$ cat config.mk
export PLATFORM = sky130hd
export DESIGN_NAME = cascode_drive_seq
export DESIGN_NICKNAME = d
export VERILOG_FILES = /design/src/rtl/cds_pkg.sv /design/src/rtl/cds_timer.sv /design/src/rtl/cds_fsm.sv /design/src/rtl/cds_outdec.sv /design/src/rtl/cascode_drive_seq.sv
export SDC_FILE = /design/constraint.sdc
export NUM_CORES = 1
export LEC_CHECK = 0
export BUFFER_PORTS_ARGS = -buffer_cell sky130_fd_sc_hd__clkbuf_2
export CAP_MARGIN = 20
export CORE_MARGIN = 3
export CORE_UTILIZATION = 45
export CTS_CLUSTER_SIZE = 16
export DETAILED_ROUTE_END_ITERATION = 7
export GPL_TIMING_DRIVEN = 0
export PLACE_DENSITY_LB_ADDON = 0.08
export RECOVER_POWER = 25
export SETUP_SLACK_MARGIN = 0.5
export SLEW_MARGIN = 10
export SYNTH_ARGS = -nofsm -noshare
export SYNTH_HDL_FRONTEND = slang
export SYNTH_HIERARCHICAL = 1
export SYNTH_SLANG_ARGS = --single-unit
$ cat constraint.sdc
create_clock -name clk -period 3.4 [get_ports clk]
set_clock_uncertainty 0.05 [all_clocks]
set_input_delay 0.51 -clock clk [delete_from_list [all_inputs] [get_ports clk]]
set_output_delay 0.51 -clock clk [all_outputs]
set_load 0.01 [all_outputs]
$ cat src/rtl/cds_pkg.sv
package cds_pkg;

  typedef enum logic [3:0] {
    ST_OFF    = 4'd0,
    ST_REVW   = 4'd1,
    ST_GON    = 4'd2,
    ST_GNB    = 4'd3,
    ST_START  = 4'd4,
    ST_BOOST  = 4'd5,
    ST_REARM  = 4'd6,
    ST_WLV    = 4'd7,
    ST_STEADY = 4'd8,
    ST_NBST   = 4'd9,
    ST_GOFF   = 4'd10
  } cds_state_e;

  typedef struct packed {
    logic clamp;
    logic divert;
    logic series;
    logic start;
    logic boost;
    logic steady;
    logic arm;
  } cds_drv_t;

  function automatic logic cds_is_on(cds_state_e s);
    return (s == ST_START) || (s == ST_BOOST) || (s == ST_REARM) ||
           (s == ST_WLV) || (s == ST_STEADY) || (s == ST_NBST);
  endfunction

endpackage

$ cat src/rtl/cds_timer.sv
module cds_timer #(
  parameter int W = 8
) (
  input  logic         clk,
  input  logic         rst_n,
  input  logic         load,
  input  logic [W-1:0] val,
  output logic         done
);

  logic [W-1:0] cnt_q, cnt_d;
  logic         cnt_en;

  assign cnt_en = load || (cnt_q != '0);

  always_comb begin
    if (load) cnt_d = val;
    else      cnt_d = cnt_q - W'(1);
  end

  always_ff @(posedge clk or negedge rst_n) begin
    if (!rst_n)      cnt_q <= '0;
    else if (cnt_en) cnt_q <= cnt_d;
  end

  assign done = (cnt_q == '0);

  AST_TMR_LOAD: assert property (@(posedge clk) disable iff (!rst_n)
    (load && val != '0) |=> !done);

endmodule

$ cat src/rtl/cds_fsm.sv
module cds_fsm
  import cds_pkg::*;
(
  input  logic       clk,
  input  logic       rst_n,
  input  logic       cmd_on,
  input  logic       sw_low,
  input  logic       sw_neg,
  input  logic       rec_det,
  input  logic       fault_in,
  input  logic       on_done,
  input  logic       off_done,
  input  logic       arm_done,
  output cds_state_e state_q,
  output logic       on_load,
  output logic       off_load,
  output logic       arm_load
);

  cds_state_e state_d;
  logic       leave_on;

  assign leave_on = fault_in || (!cmd_on && on_done);

  always_comb begin
    state_d = state_q;
    unique case (state_q)
      ST_OFF: begin
        if (!fault_in && cmd_on && off_done)
          state_d = sw_neg ? ST_REVW : ST_GON;
      end
      ST_REVW: begin
        if (fault_in || !cmd_on) state_d = ST_OFF;
        else if (!sw_low)        state_d = ST_GNB;
      end
      ST_GON:  state_d = fault_in ? ST_GOFF : ST_START;
      ST_GNB:  state_d = fault_in ? ST_GOFF : ST_NBST;
      ST_START: begin
        if (leave_on)    state_d = ST_GOFF;
        else if (sw_low) state_d = ST_BOOST;
      end
      ST_BOOST: begin
        if (leave_on)     state_d = ST_GOFF;
        else if (rec_det) state_d = ST_REARM;
      end
      ST_REARM: begin
        if (leave_on)      state_d = ST_GOFF;
        else if (arm_done) state_d = ST_WLV;
      end
      ST_WLV, ST_NBST: begin
        if (leave_on)    state_d = ST_GOFF;
        else if (sw_low) state_d = ST_STEADY;
      end
      ST_STEADY: begin
        if (leave_on) state_d = ST_GOFF;
      end
      ST_GOFF: state_d = ST_OFF;
      default: state_d = ST_GOFF;
    endcase
  end

  always_ff @(posedge clk or negedge rst_n) begin
    if (!rst_n) state_q <= ST_OFF;
    else        state_q <= state_d;
  end

  assign on_load  = ((state_d == ST_GON) || (state_d == ST_GNB)) &&
                    (state_q != ST_GON) && (state_q != ST_GNB);
  assign off_load = (state_d == ST_GOFF) && (state_q != ST_GOFF);
  assign arm_load = (state_q == ST_BOOST) && (state_d == ST_REARM);

  AST_START_DROP: assert property (@(posedge clk) disable iff (!rst_n)
    (state_q == ST_START && sw_low) |=> (state_q != ST_START));
  AST_FAULT_OFF: assert property (@(posedge clk) disable iff (!rst_n)
    (fault_in && cds_is_on(state_q)) |=> (state_q == ST_GOFF));
  AST_REARM_HOLD: assert property (@(posedge clk) disable iff (!rst_n)
    (state_q == ST_REARM && !arm_done && !fault_in && cmd_on) |=> (state_q == ST_REARM));
  AST_REC_IGNORED: assert property (@(posedge clk) disable iff (!rst_n)
    (state_q == ST_STEADY && rec_det && !fault_in && cmd_on) |=> (state_q == ST_STEADY));

endmodule

$ cat src/rtl/cds_outdec.sv
module cds_outdec
  import cds_pkg::*;
(
  input  cds_state_e state,
  output cds_drv_t   drv
);

  always_comb begin
    drv = '0;
    unique case (state)
      ST_OFF:    begin drv.clamp = 1'b1; drv.divert = 1'b1; end
      ST_REVW:   begin drv.clamp = 1'b1; drv.divert = 1'b1; drv.arm = 1'b1; end
      ST_START:  begin drv.series = 1'b1; drv.start = 1'b1; drv.boost = 1'b1; drv.arm = 1'b1; end
      ST_BOOST:  begin drv.series = 1'b1; drv.boost = 1'b1; drv.arm = 1'b1; end
      ST_REARM:  begin drv.series = 1'b1; drv.boost = 1'b1; end
      ST_WLV:    begin drv.series = 1'b1; drv.boost = 1'b1; drv.arm = 1'b1; end
      ST_STEADY: begin drv.series = 1'b1; drv.steady = 1'b1; end
      ST_NBST:   begin drv.series = 1'b1; drv.start = 1'b1; drv.arm = 1'b1; end
      default:   drv = '0;
    endcase
  end

endmodule

$ cat src/rtl/cascode_drive_seq.sv
module cascode_drive_seq
  import cds_pkg::*;
#(
  parameter int MIN_ON_CYC    = 63,
  parameter int MIN_OFF_CYC   = 325,
  parameter int RECOV_ARM_CYC = 12
) (
  input  logic clk,
  input  logic rst_n,
  input  logic cmd_on,
  input  logic sw_low,
  input  logic sw_neg,
  input  logic rec_det,
  input  logic fault_in,
  output logic clamp_sw,
  output logic series_sw,
  output logic start_drv,
  output logic boost_drv,
  output logic steady_drv,
  output logic divert_sw,
  output logic lowdet_en
);

  localparam int ON_W  = $clog2(MIN_ON_CYC + 1);
  localparam int OFF_W = $clog2(MIN_OFF_CYC + 1);
  localparam int ARM_W = $clog2(RECOV_ARM_CYC + 1);

  cds_state_e state;
  cds_drv_t   drv;
  logic on_load, off_load, arm_load;
  logic on_done, off_done, arm_done;

  cds_fsm u_fsm (
    .clk(clk), .rst_n(rst_n), .cmd_on(cmd_on), .sw_low(sw_low),
    .sw_neg(sw_neg), .rec_det(rec_det), .fault_in(fault_in),
    .on_done(on_done), .off_done(off_done), .arm_done(arm_done),
    .state_q(state), .on_load(on_load), .off_load(off_load), .arm_load(arm_load)
  );

  cds_timer #(.W(ON_W)) u_on_tmr (
    .clk(clk), .rst_n(rst_n), .load(on_load),
    .val(ON_W'(MIN_ON_CYC)), .done(on_done)
  );

  cds_timer #(.W(OFF_W)) u_off_tmr (
    .clk(clk), .rst_n(rst_n), .load(off_load),
    .val(OFF_W'(MIN_OFF_CYC)), .done(off_done)
  );

  cds_timer #(.W(ARM_W)) u_arm_tmr (
    .clk(clk), .rst_n(rst_n), .load(arm_load),
    .val(ARM_W'(RECOV_ARM_CYC)), .done(arm_done)
  );

  cds_outdec u_dec (.state(state), .drv(drv));

  assign clamp_sw   = drv.clamp;
  assign divert_sw  = drv.divert;
  assign series_sw  = drv.series;
  assign start_drv  = drv.start;
  assign boost_drv  = drv.boost;
  assign steady_drv = drv.steady;
  assign lowdet_en  = drv.arm;

  logic [15:0] on_run_q;
  always_ff @(posedge clk or negedge rst_n) begin
    if (!rst_n)                          on_run_q <= '0;
    else if (!series_sw)                 on_run_q <= '0;
    else if (on_run_q != 16'hFFFF)       on_run_q <= on_run_q + 16'd1;
  end

  AST_NO_OVERLAP: assert property (@(posedge clk) disable iff (!rst_n)
    !(clamp_sw && series_sw));
  AST_GAP_BEFORE_ON: assert property (@(posedge clk) disable iff (!rst_n)
    $rose(series_sw) |-> !$past(clamp_sw));
  AST_MIN_ON: assert property (@(posedge clk) disable iff (!rst_n)
    ($fell(series_sw) && !$past(fault_in)) |-> (on_run_q >= 16'(MIN_ON_CYC)));
  AST_FAULT_BLOCK: assert property (@(posedge clk) disable iff (!rst_n)
    (fault_in && !series_sw) |=> !series_sw);

endmodule

======== Word-level counts from Yosys, hierarchy flattened ========
Cells that the tools add are included.
W data, S select, Z words.
storage, ports and cells
  word-level logic and storage cells ...... 77
  input bits .............................. 7
  register bits ........................... 23
cells by class
  reductions and logical operators ........ 28
  multiplexer cells ....................... 25
  equality and inequality tests ........... 17
  add/sub/neg operators ................... 3
operators with widths
  cell                   number
  $mux W4                14
  $pmux W4 S10           1
  $eq A4 B3 Y1 const B   5
  $eq A4 B2 Y1 const B   4
  $eq A4 B4 Y1 const B   4
  $logic_not A9 Y1       1
  $mux W9                1
  $reduce_bool A9 Y1     1
  $sub A9 B1 Y9 const B  1
  $logic_not A4 Y1       2
  $ne A4 B2 Y1 const B   2
  $logic_and A1 B1 Y1    7
  $logic_not A6 Y1       1
  $logic_or A1 B1 Y1     6
  $mux W2                3
  $mux W6                1
  $reduce_bool A6 Y1     1
  $reduce_or A2 Y1       3
  $reduce_or A6 Y1       1
  $sub A6 B1 Y6 const B  1
  $mux W1                5
  $reduce_or A5 Y1       1
  $eq A4 B1 Y1 const B   1
  $ne A4 B4 Y1 const B   1
  4 further kinds        5

======== Logic depth before layout (Yosys ltp) ========
Gate-level depths: netlist (run 1).
  depth in word-level cells ............... 10
  depth in mapped cells ................... 12
  gate-level depth less buffers ........... 11

======== By module ========
Netlist (run 1), hierarchy kept.
by module, submodules not included
  module                 seq. area each (µm²)  cells each  times used  area each (µm²)
  cds_timer (u_off_tmr)  225.2                 61          1           573.0
  cds_fsm                100.1                 57          1           460.4
  cds_timer (u_on_tmr)   150.1                 40          1           400.4
  cds_timer (u_arm_tmr)  100.1                 22          1           234.0
  cds_outdec             0.0                   14          1           83.8
  cascode_drive_seq      0.0                   2           1           7.5

======== Least setup slack after synthesis (run 1) ========
OpenSTA, ideal clock, no wires.
  path type ............................... reg-to-reg
  from .................................... register u_off_tmr.cnt_q[0]
  to ...................................... register u_off_tmr.cnt_q[3]
  period minus slack after synthesis ...... 2.889 ns
  data required time ...................... 3.216 ns
  data arrival time ....................... 2.705 ns
  setup time .............................. 0.134 ns
  slack ................................... 0.511 ns
  stages on the path, launching flop included .. 12
  buffers on the path ..................... 2
  cell sequence ........................... dfrtp_1 > inv_1 > ha_1 > or4b_4 > nor2_4 > nor3b_1 > o2111ai_1 > o21a_1 > a311oi_2 > clkbuf_1 > clkbuf_1 > o31ai_1
between the ends
  longest elaborated chain between the ends .. 7
RTL lines
  item                                                  RTL line                          RTL
  start, declared                                       cds_timer.sv:11                   logic [W-1:0] cnt_q, cnt_d;
  start signal, assigned                                cds_timer.sv:23                   else if (cnt_en) cnt_q <= cnt_d;
  $logic_not A9 Y1 (*)                                  cds_timer.sv:26                   assign done = (cnt_q == '0);
  named net off_done                                    cascode_drive_seq.sv:31           logic on_done, off_done, arm_done;
  $logic_and A1 B1 Y1 (*)                               cds_fsm.sv:29                     if (!fault_in && cmd_on && off_done)
  $mux W4 (*)                                           cds_fsm.sv:29
  $pmux W4 S10 (*)                                      cds_fsm.sv:27                     unique case (state_q)
  $eq A4 B4 Y1 (*)                                      cds_fsm.sv:69                     assign off_load = (state_d == ST_GOFF) && (state_q != ST_GOFF);
  $logic_and A1 B1 Y1 (*)                               cds_fsm.sv:69
  named net off_load                                    cascode_drive_seq.sv:30           logic on_load, off_load, arm_load;
  $mux W9 / $logic_or A1 B1 Y1 (equally long branches)  cds_timer.sv:17, cds_timer.sv:14
Mark *: on every way through the listed nets, which the timed path passes. The rest lies on a longest branch.
A chain may end at the register's enable or synchronous reset.

======== Worst setup path after layout (run 1) ========
  from .................................... register u_off_tmr.cnt_q[1]
  to ...................................... register u_off_tmr.cnt_q[2]
Same word-level chain as after synthesis.

==> reports/results.tsv, run 1 <==
stage	metric	value	unit
timing	maxSlewViolCount	0	
routing	wl_per_cell	13.9	um
power	p_leak	0.889	nW
critical_path	critical_path_class	flop to flop	
clocking	ctsHoldBuffers	0	
floorplanning	start_util	0.473	
place	gp_congestion	0.818	
clocking	cts_tree	built	
power	p_total	1.90	mW
timing	fin_ws	600	ps
synth	synth_seq_cells	23	
synth	synth-compound-area-share	0.216	
routing	dr_total_vias	1553	
synth	synth_top_family_by_area	simple AND/OR/NAND/NOR gates	
cells_and_area	layout_common_cells	dfrtp_1 (21), conb_1 (19), nand2_1 (17)	
timing	fin_crit_sh	0.824	
critical_path	crit_buf_inv	3	
clocking	cts_buffer_depth	2	
routing	drt_iter0_drc	70	
timing	worst_pin_slew	1270	ps
routing	drc	0	
timing	relSlewSlack	0.151	
synth	ys_types	60	
synth	ys_seq_area_frac	0.327	
global_route	grt_pass1_vias	1447	
clocking	htree_levels	1	
critical_path	endpoint_kind	flop	
floorplanning	die_area	4700	um^2
cells_and_area	area_growth	20.6	%
clocking	cts_inserted_buffers	3	
synth	synthSimpleGateAreaFrac	0.282	
clocking	clkTransAtPathRegs	90	ps
synth	synthAdderAreaFrac	0.0284	
cells_and_area	final_nets	249	
floorplanning	chipWidth	68.5	um
floorplanning	rows	22	
routing	dr.pass1.iters	4	
place	dp_hpwl	2670	um
timing	setup_viol	0	
power	irDropWorstVdd	0.000421	V
cells_and_area	drive_above_1_share	0.262	
timing	fmax	357	MHz
synth	ys_warn_count	6	
timing	setup_tns	0	ps
timing	rsz0062_at_grt	no	
clocking	clock_sinks	23	
global_route	grt_overflow_total	0	
critical_path	critPathMaxFanout	10	
place	place_ws	53.0	ps
floorplanning	coreArea	3720	um^2
floorplanning	die_h	68.5	um
global_route	antenna_found_initial	0	
power	p_per_area	897	nW/um^2
timing	fin_crit	2800	ps
critical_path	worstPathCellList	inv_1 > ha_4 > or4b_4 > nor2_4 > nor3b_2 > o2111ai_1 > o21a_1 > a311oi_2 > clkbuf_8 > buf_4 > nand2_1 > o31ai_1	
synth	synthArstFlopShare	1.00	
timing	fin_hold_ws	439	ps
critical_path	critPathRequiredTime	3510	ps
place	portBuffers	12	
critical_path	crit_family	simple AND/OR/NAND/NOR gates	
routing	ant_nets	0	
synth	synthXorXnorAreaFrac	0.0349	
critical_path	startpoint_type	flop	
routing	drt-total-wl	3960	um
critical_path	crit_arrival	2910	ps
synth	synth_edf_count	0	
timing	final-hold-violation-count	0	
critical_path	crit_slowest_cell	or4b_4	
clocking	insertion_delay	270	ps
synth	synth-main-ff-cell	dfrtp_1	
routing	vias_per_cell	5.45	
clocking	cts_root_buf	clkbuf_8	
run_status	status	finished clean	
min_path	hold_path_class	input pin to asynchronous set/reset pin	
critical_path	crit_path_max_incr_delay	500	ps
synth	synthCells	196	
synth	syn_area_per_cell	8.98	um^2
global_route	grt_pass1_wl	6440	um
flow_run	drv_cap	0	
floorplanning	num_io_pins	14	
global_route	grt_max_degree	24	
synth	synthMuxAreaShare	0.0356	
cells_and_area	final_common_cell	dfrtp_1	
cells_and_area	diodes	0	
synth	syn-cell-area	1760	um^2
critical_path	r2r_slack	600	ps
global_route	track_usage	0.185	
stage by stage:
stage	utilization	cells	area (um^2)
3_5_place_dp	0.523	273	1940
3_3_place_gp	0.523	273	1940
4_1_cts	0.547	277	2030
6_report	0.571	285	2120
5_1_grt	0.571	285	2120
2_1_floorplan	-	213	1820
sequential cells by signal (all words and copies together), names as in the netlist:
name,flops
u_arm_tmr/cnt_q,4
u_off_tmr/cnt_q,9
u_on_tmr/cnt_q,6
u_fsm/state_q,4
final cells by class:
class                           instances  area (um^2)
Fill cell                             326         1590
Multi-Input combinational cell        163         1180
Sequential cell                        23          578
Timing Repair Buffer                   20          119
Buffer                                 11         83.8
Inverter                               16         60.1
Tap cell                               48         60.1
Clock buffer                            4         45.0
layer usage:
metal	global-route usage	part of all wire	wire [um]
met1	0.222	0.44	1740
met2	0.313	0.50	2000
met3	0.0308	0.031	123
met4	0.0993	0.024	95
met5	0	0	0
Yosys cell counts (2+ instances only):
cell type,n,share of area
ha_1,4,0.028
nor2b_1,6,0.021
mux2_2,2,0.013
o2111ai_1,2,0.010
nor3_1,9,0.026
nand2_1,17,0.036
buf_2,2,0.0057
a211oi_1,2,0.0085
a21oi_1,8,0.023
nor4b_1,2,0.010
nand3_1,3,0.0085
o21ai_1,3,0.0085
inv_1,16,0.034
buf_4,2,0.0085
a221oi_1,2,0.010
o31ai_1,8,0.034
o21ai_0,5,0.014
conb_1,2,0.0043
a221o_1,2,0.011
nor3b_1,7,0.030
clkbuf_1,5,0.011
o41ai_1,2,0.010
dfrtp_1,23,0.33
mux2i_1,4,0.023
buf_6,2,0.013
nor2_1,11,0.023
xnor2_1,7,0.035
nor3_2,2,0.011
nand2b_1,5,0.018
what timing repair did:
item                       CTS  global route
setup endpoints to repair   13             9
resized for setup           12             9
gates cloned                 0             0
pin swaps                    0             6
setup buffers                0             8
final timing paths:
kind                                                  end  cells after the start                            from
min in group clk               u_fsm/state_q[2]$_DFF_PN0_                      4                          sw_low
max in group asynchronous   u_on_tmr/cnt_q[5]$_DFFE_PN0P_                      1                           rst_n
min                        u_off_tmr/cnt_q[6]$_DFFE_PN0P_                      1                           rst_n
max reg2reg                u_off_tmr/cnt_q[2]$_DFFE_PN0P_                     12  u_off_tmr/cnt_q[1]$_DFFE_PN0P_
min reg2reg                u_off_tmr/cnt_q[8]$_DFFE_PN0P_                      2  u_off_tmr/cnt_q[8]$_DFFE_PN0P_
max                        u_off_tmr/cnt_q[2]$_DFFE_PN0P_                     12  u_off_tmr/cnt_q[1]$_DFFE_PN0P_
logic make-up after synthesis:
family          Yosys count
simple gates             78
compound gates           49
buf+inv                  27
flops                    23
xor+xnor                  7
mux                       6
fa+ha+maj                 4
other cells               2
power breakdown:
part	internal, mW	leakage [nW]	switching [mW]	total (mW)
clock	0.0840	0.0228	0.0951	0.179
combinational	0.568	0.590	0.542	1.11
sequential	0.416	0.277	0.198	0.615
total	1.07	0.889	0.835	1.90
Note: power is estimated with default switching activity, not from simulation.
==> run 2, diff against run 1 <==
==> constraint.sdc (replaced) <==
create_clock -name clk -period 2.9 [get_ports clk]
set_clock_uncertainty 0.05 [all_clocks]
set_input_delay 0.435 -clock clk [delete_from_list [all_inputs] [get_ports clk]]
set_output_delay 0.435 -clock clk [all_outputs]
set_load 0.01 [all_outputs]
==> run 2 against run 1 <==
Final cell count up 3.2%; setup slack worse by 330 ps; clock power rose by 15%.
==> reports/results.tsv, run 2 (synthesized netlist as in run 1, its figures left out) <==
stage	metric	value	unit
run_status	status	finished clean	
timing	fin_crit_sh	0.907	
clocking	ctsHoldBuffers	0	
global_route	grt.met3_usage	0.0243	
clocking	cts_root_buf	clkbuf_8	
cells_and_area	utilization	0.600	
floorplanning	die_area	4700	um^2
cells_and_area	final_design_area_no_fill	2230	um^2
timing	setup_viol	0	
floorplanning	num_io_pins	14	
place	place_area	2010	um^2
routing	drt_iter0_drc	50	
routing	vias_per_cell	5.32	
floorplanning	die_h	68.5	um
place	place_ws	76.7	ps
cells_and_area	drive_above_1_share	0.317	
clocking	clkTransAtPathRegs	90	ps
cells_and_area	largest-register	u_off_tmr/cnt_q	
critical_path	crit_buf_inv	2	
global_route	grt_pass1_wl	6980	um
cells_and_area	fillers	346	
timing	fmax	380	MHz
timing	rsz0062_at_grt	yes	
global_route	grt_overflow_total	0	
routing	wl_per_cell	13.7	um
cells_and_area	area_growth	26.8	%
critical_path	crit_family	compound AO/OA/AOI/OAI gates	
timing	fin_crit	2630	ps
critical_path	worstPathCellList	nor4_4 > and2_4 > buf_6 > nor2b_4 > o41ai_1 > a221o_1 > a311oi_2 > clkbuf_8 > a21oi_2 > a221oi_2	
timing	maxSlewViolCount	0	
routing	drc	0	
clocking	clock_sinks	23	
floorplanning	chipWidth	68.5	um
cells_and_area	layout_common_cells	buf_4 (21), dfrtp_1 (21), conb_1 (19)	
clocking	insertion_delay	260	ps
global_route	grt_max_degree	24	
floorplanning	rows	22	
clocking	htree_levels	1	
global_route	grt.met2_usage	0.349	
power	p_leak	0.946	nW
critical_path	critical_path_class	flop to flop	
critical_path	crit_arrival	2750	ps
critical_path	critPathMaxFanout	8	
power	p_total	2.38	mW
global_route	antenna_found_initial	0	
critical_path	startpoint_type	flop	
global_route	track_usage	0.196	
place	dp.cells	273	
cells_and_area	diodes	0	
timing	fin_hold_ws	392	ps
critical_path	critPathRequiredTime	3020	ps
timing	relSlewSlack	0.115	
place	dp_hpwl	2820	um
cells_and_area	largest_reg_flops	9	
place	gp_congestion	0.798	
global_route	grt_busiest_layer	met2	
cells_and_area	final_nets	258	
timing	fin_ws	270	ps
clocking	cts_inserted_buffers	3	
timing	final-hold-violation-count	0	
routing	ant_nets	0	
cells_and_area	fin_cells	294	
clocking	cts_buffer_depth	2	
global_route	grt_pass1_vias	1539	
flow_run	drv_cap	0	
global_route	met1_usage	0.247	
critical_path	endpoint_kind	flop	
min_path	hold_path_class	input pin to asynchronous set/reset pin	
routing	drt-total-wl	4040	um
critical_path	crit_slowest_cell	dfrtp_2	
timing	setup_tns	0	ps
floorplanning	coreArea	3720	um^2
timing	worst_pin_slew	1330	ps
critical_path	crit_path_max_incr_delay	430	ps
routing	dr.pass1.iters	4	
cells_and_area	top_regs	u_off_tmr/cnt_q x9, u_on_tmr/cnt_q x6	
power	p_per_area	1070	nW/um^2
routing	dr_total_vias	1563	
floorplanning	start_util	0.473	
place	portBuffers	12	
power	irDropWorstVdd	0.000382	V
clocking	cts_tree	built	
==> run 2: layer usage <==
layer  vias to the layer above  routed length [um]
li1                        785                   -
met1                       750                1830
met2                        22                2060
met3                         6                  92
met4                         0                  47
met5                         -                   0
==> run 2: repair_timing <==
item	4_1_cts	5_1_grt
cloned	0	0
pin swaps	8	4
buffers inserted	17	0
endpoints found under the setup margin	17	19
resized for setup	11	5
==> run 2: cell type report <==
type / count / area (um^2) / share of cell area
inverters: 16 / 60.1 / 0.0269
well taps: 48 / 60.1 / 0.0269
repair buffers: 29 / 186 / 0.0836
clock buffers: 4 / 45.0 / 0.0202
plain buffers: 11 / 105 / 0.0471
multi-input cells: 163 / 1200 / 0.536
flip-flops and latches: 23 / 578 / 0.259
==> run 2: path summary, 6_finish.rpt <==
kind / end / cells past startpoint / start / slack (ps)
worst min register to register: u_off_tmr/cnt_q[6]$_DFFE_PN0P_ / 2 / u_off_tmr/cnt_q[6]$_DFFE_PN0P_ / 570
worst min-delay path: u_arm_tmr/cnt_q[0]$_DFFE_PN0P_ / 1 / rst_n / 390
max in group asynchronous: u_on_tmr/cnt_q[2]$_DFFE_PN0P_ / 1 / rst_n / 1530
min in group clk: u_fsm/state_q[2]$_DFF_PN0_ / 4 / sw_low / 480
worst max register to register: u_off_tmr/cnt_q[5]$_DFFE_PN0P_ / 10 / u_on_tmr/cnt_q[2]$_DFFE_PN0P_ / 270
worst max-delay path: u_off_tmr/cnt_q[5]$_DFFE_PN0P_ / 10 / u_on_tmr/cnt_q[2]$_DFFE_PN0P_ / 270
==> run 2: where the power goes <==
part,internal [mW],leakage [nW],total [mW],switching [mW]
registers,0.488,0.277,0.709,0.221
logic,0.782,0.646,1.46,0.681
clock network,0.0981,0.0228,0.205,0.106
==> run 3, diff against run 2 <==
--- a/config.mk
+++ b/config.mk
@@ -9,6 +9,7 @@
 export CAP_MARGIN = 20
 export CORE_MARGIN = 3
 export CORE_UTILIZATION = 45
+export CTS_BUF_LIST = sky130_fd_sc_hd__clkbuf_8 sky130_fd_sc_hd__clkbuf_16
 export CTS_CLUSTER_SIZE = 16
 export DETAILED_ROUTE_END_ITERATION = 7
 export GPL_TIMING_DRIVEN = 0
==> constraint.sdc (replaced) <==
create_clock -name clk -period 2.5 [get_ports clk]
set_clock_uncertainty 0.05 [all_clocks]
set_input_delay 0.375 -clock clk [delete_from_list [all_inputs] [get_ports clk]]
set_output_delay 0.375 -clock clk [all_outputs]
set_load 0.01 [all_outputs]
==> run 3 against run 2 <==
Via count rose by 5.0%; global-route usage increased by 0.27 points; clock-buffer cell count is 1 lower; non-clock buffer count rose by 8; critical path depth is the same; largest power group unchanged; setup slack lost 360 ps; hold slack lost 59 ps; the run now ends with setup timing left; sequential share of layout area decreased by 2.3 points; sequential cell count unchanged; first-iteration DRC count rose to 2.5 times the previous value; fmax rose by 1.5%; sequential power increased by 17%.
==> reports/results.tsv, run 3 (synthesized netlist as in run 1, its figures left out) <==
stage	metric	value	unit
critical_path	r2r_slack	-90	ps
global_route	grt_overflow_total	0	
clocking	cts_root_buf	clkbuf_8	
timing	maxSlewViolCount	0	
routing	dr_total_vias	1641	
routing	dr.pass1.iters	4	
global_route	antenna_found_initial	0	
routing	drc	0	
power	p_total	2.98	mW
floorplanning	die_h	68.5	um
clocking	cts_buffer_depth	2	
cells_and_area	layout_common_cells	buf_4 (23), dfrtp_1 (21), conb_1 (19)	
critical_path	endpoint_kind	flop	
critical_path	reg2reg_from	u_on_tmr/cnt_q[2]$_DFFE_PN0P_	
power	p_per_area	1220	nW/um^2
timing	fin_ws	-91.6	ps
critical_path	crit_arrival	2720	ps
place	dp_hpwl	2820	um
timing	relSlewSlack	0.117	
power	p_leak	1.06	nW
cells_and_area	drive_above_1_share	0.417	
floorplanning	start_util	0.473	
cells_and_area	top_regs	u_off_tmr/cnt_q x9, u_on_tmr/cnt_q x6	
timing	final-hold-violation-count	0	
floorplanning	coreArea	3720	um^2
routing	drt_iter0_drc	126	
power	irDropWorstVdd	0.000504	V
timing	setup_viol	11	
place	place_area	2030	um^2
flow_run	drv_cap	0	
cells_and_area	final_design_area_no_fill	2450	um^2
critical_path	startpoint_type	flop	
critical_path	critical_path_class	flop to flop	
timing	fmax	386	MHz
global_route	track_usage	0.199	
global_route	grt_pass1_wl	7090	um
clocking	insertion_delay	270	ps
clocking	htree_levels	1	
min_path	hold_path_class	input pin to asynchronous set/reset pin	
cells_and_area	final_common_cell	buf_4	
timing	fin_crit_sh	1.04	
floorplanning	chipWidth	68.5	um
run_status	failed_checks	setup timing	
routing	drt-total-wl	4420	um
cells_and_area	fin_cells	302	
clocking	cts_inserted_buffers	3	
run_status	status	finished, violations left	
cells_and_area	largest-register	u_off_tmr/cnt_q	
critical_path	critPathRequiredTime	2630	ps
critical_path	worstPathCellList	nor4_4 > and2_4 > buf_6 > nor2b_4 > o21ai_0 > a221o_1 > a311oi_2 > clkbuf_8 > a21oi_2 > a221oi_2	
floorplanning	die_area	4700	um^2
timing	rsz0062_at_grt	yes	
clocking	clkTransAtPathRegs	90	ps
routing	ant_nets	0	
clocking	clock_sinks	23	
routing	wl_per_cell	14.6	um
critical_path	timing.rr.end	u_off_tmr/cnt_q[5]$_DFFE_PN0P_	
cells_and_area	area_growth	39.1	%
place	dp.cells	273	
place	portBuffers	12	
global_route	grt_max_degree	24	
critical_path	rr_worst_depth	10	
routing	vias_per_cell	5.43	
floorplanning	rows	22	
place	gp_congestion	0.796	
timing	worst_pin_slew	1320	ps
global_route	grt_pass1_vias	1560	
timing	fin_crit	2590	ps
cells_and_area	fillers	295	
timing	setup_tns	-843	ps
timing	fin_hold_ws	334	ps
floorplanning	num_io_pins	14	
critical_path	crit_slowest_cell	dfrtp_2	
clocking	ctsHoldBuffers	0	
critical_path	critPathMaxFanout	8	
cells_and_area	final_nets	266	
critical_path	crit_path_max_incr_delay	440	ps
cells_and_area	largest_reg_flops	9	
cells_and_area	diodes	0	
clocking	cts_tree	built	
run 3: changes by cell type in the layout (fill, tap and decap cells not counted), moves of 3 or more:
| cell | before | now |
|---|---|---|
| buf_6 | 2 | 6 |
| nand2_1 | 17 | 10 |
| nand2_2 | 0 | 3 |
| nand2_4 | 0 | 4 |
| o31ai_1 | 8 | 2 |
| o31ai_2 | 1 | 6 |
run 3: where the power goes:
part | switching (mW) | leakage (nW) | total, mW | internal (mW)
sequential | 0.263 | 0.277 | 0.829 | 0.566
combinational | 0.885 | 0.755 | 1.91 | 1.02
clock | 0.128 | 0.0255 | 0.239 | 0.111
total | 1.28 | 1.06 | 2.98 | 1.70
run 3: how the worst max path moves through the flow:
stage | from | endpoint | slack (ps)
floorplan | u_on_tmr/cnt_q[2]$_DFFE_PN0P_ | u_arm_tmr/cnt_q[3]$_DFFE_PN0P_ | -70
global placement | u_on_tmr/cnt_q[2]$_DFFE_PN0P_ | u_arm_tmr/cnt_q[3]$_DFFE_PN0P_ | -270
detailed placement | u_off_tmr/cnt_q[1]$_DFFE_PN0P_ | u_off_tmr/cnt_q[5]$_DFFE_PN0P_ | -330
CTS | u_on_tmr/cnt_q[4]$_DFFE_PN0P_ | u_arm_tmr/cnt_q[3]$_DFFE_PN0P_ | -130
global route | u_off_tmr/cnt_q[0]$_DFFE_PN0P_ | u_off_tmr/cnt_q[5]$_DFFE_PN0P_ | -200
finish | u_on_tmr/cnt_q[2]$_DFFE_PN0P_ | u_off_tmr/cnt_q[5]$_DFFE_PN0P_ | -90
run 3: area by class of cell:
class                   instances  area, um^2  share of cell area
plain buffers                  11         123              0.0501
clock buffers                   3        41.3              0.0169
clock inverters                 1        5.00             0.00204
inverters                      16        67.6              0.0276
multi-input cells             163        1310               0.533
flip-flops and latches         23         578               0.236
well taps                      48        60.1              0.0245
repair buffers                 37         268               0.109
run 3: repair_timing:
action,in CTS,in global routing
buffers inserted,18,5
cloned,1,1
setup endpoints to repair,21,21
gates resized for setup,25,18
pin swaps,15,6
endpoints found under the hold margin,0,0
run 3: worst max-delay path: cells and delay by family, from the launching register on:
kind            cells  cell delay, ps
simple gates        3             710
buf+inv             2             310
compound gates      5            1000
flops               1             440
run 3: stage by stage:
step            util  worst slack [ps]
2_1_floorplan      -             -67.3
3_3_place_gp   0.545              -272
3_5_place_dp   0.545              -326
4_1_cts        0.625              -135
5_1_grt        0.659              -202
6_report       0.659             -91.6
run 3: metal layers:
layer | track usage | share of wire | up-vias
li1 | - | - | 802
met1 | 0.254 | 0.46 | 811
met2 | 0.346 | 0.51 | 24
met3 | 0.0243 | 0.020 | 4
met4 | 0.0620 | 0.0077 | 0
met5 | 0 | 0 | -
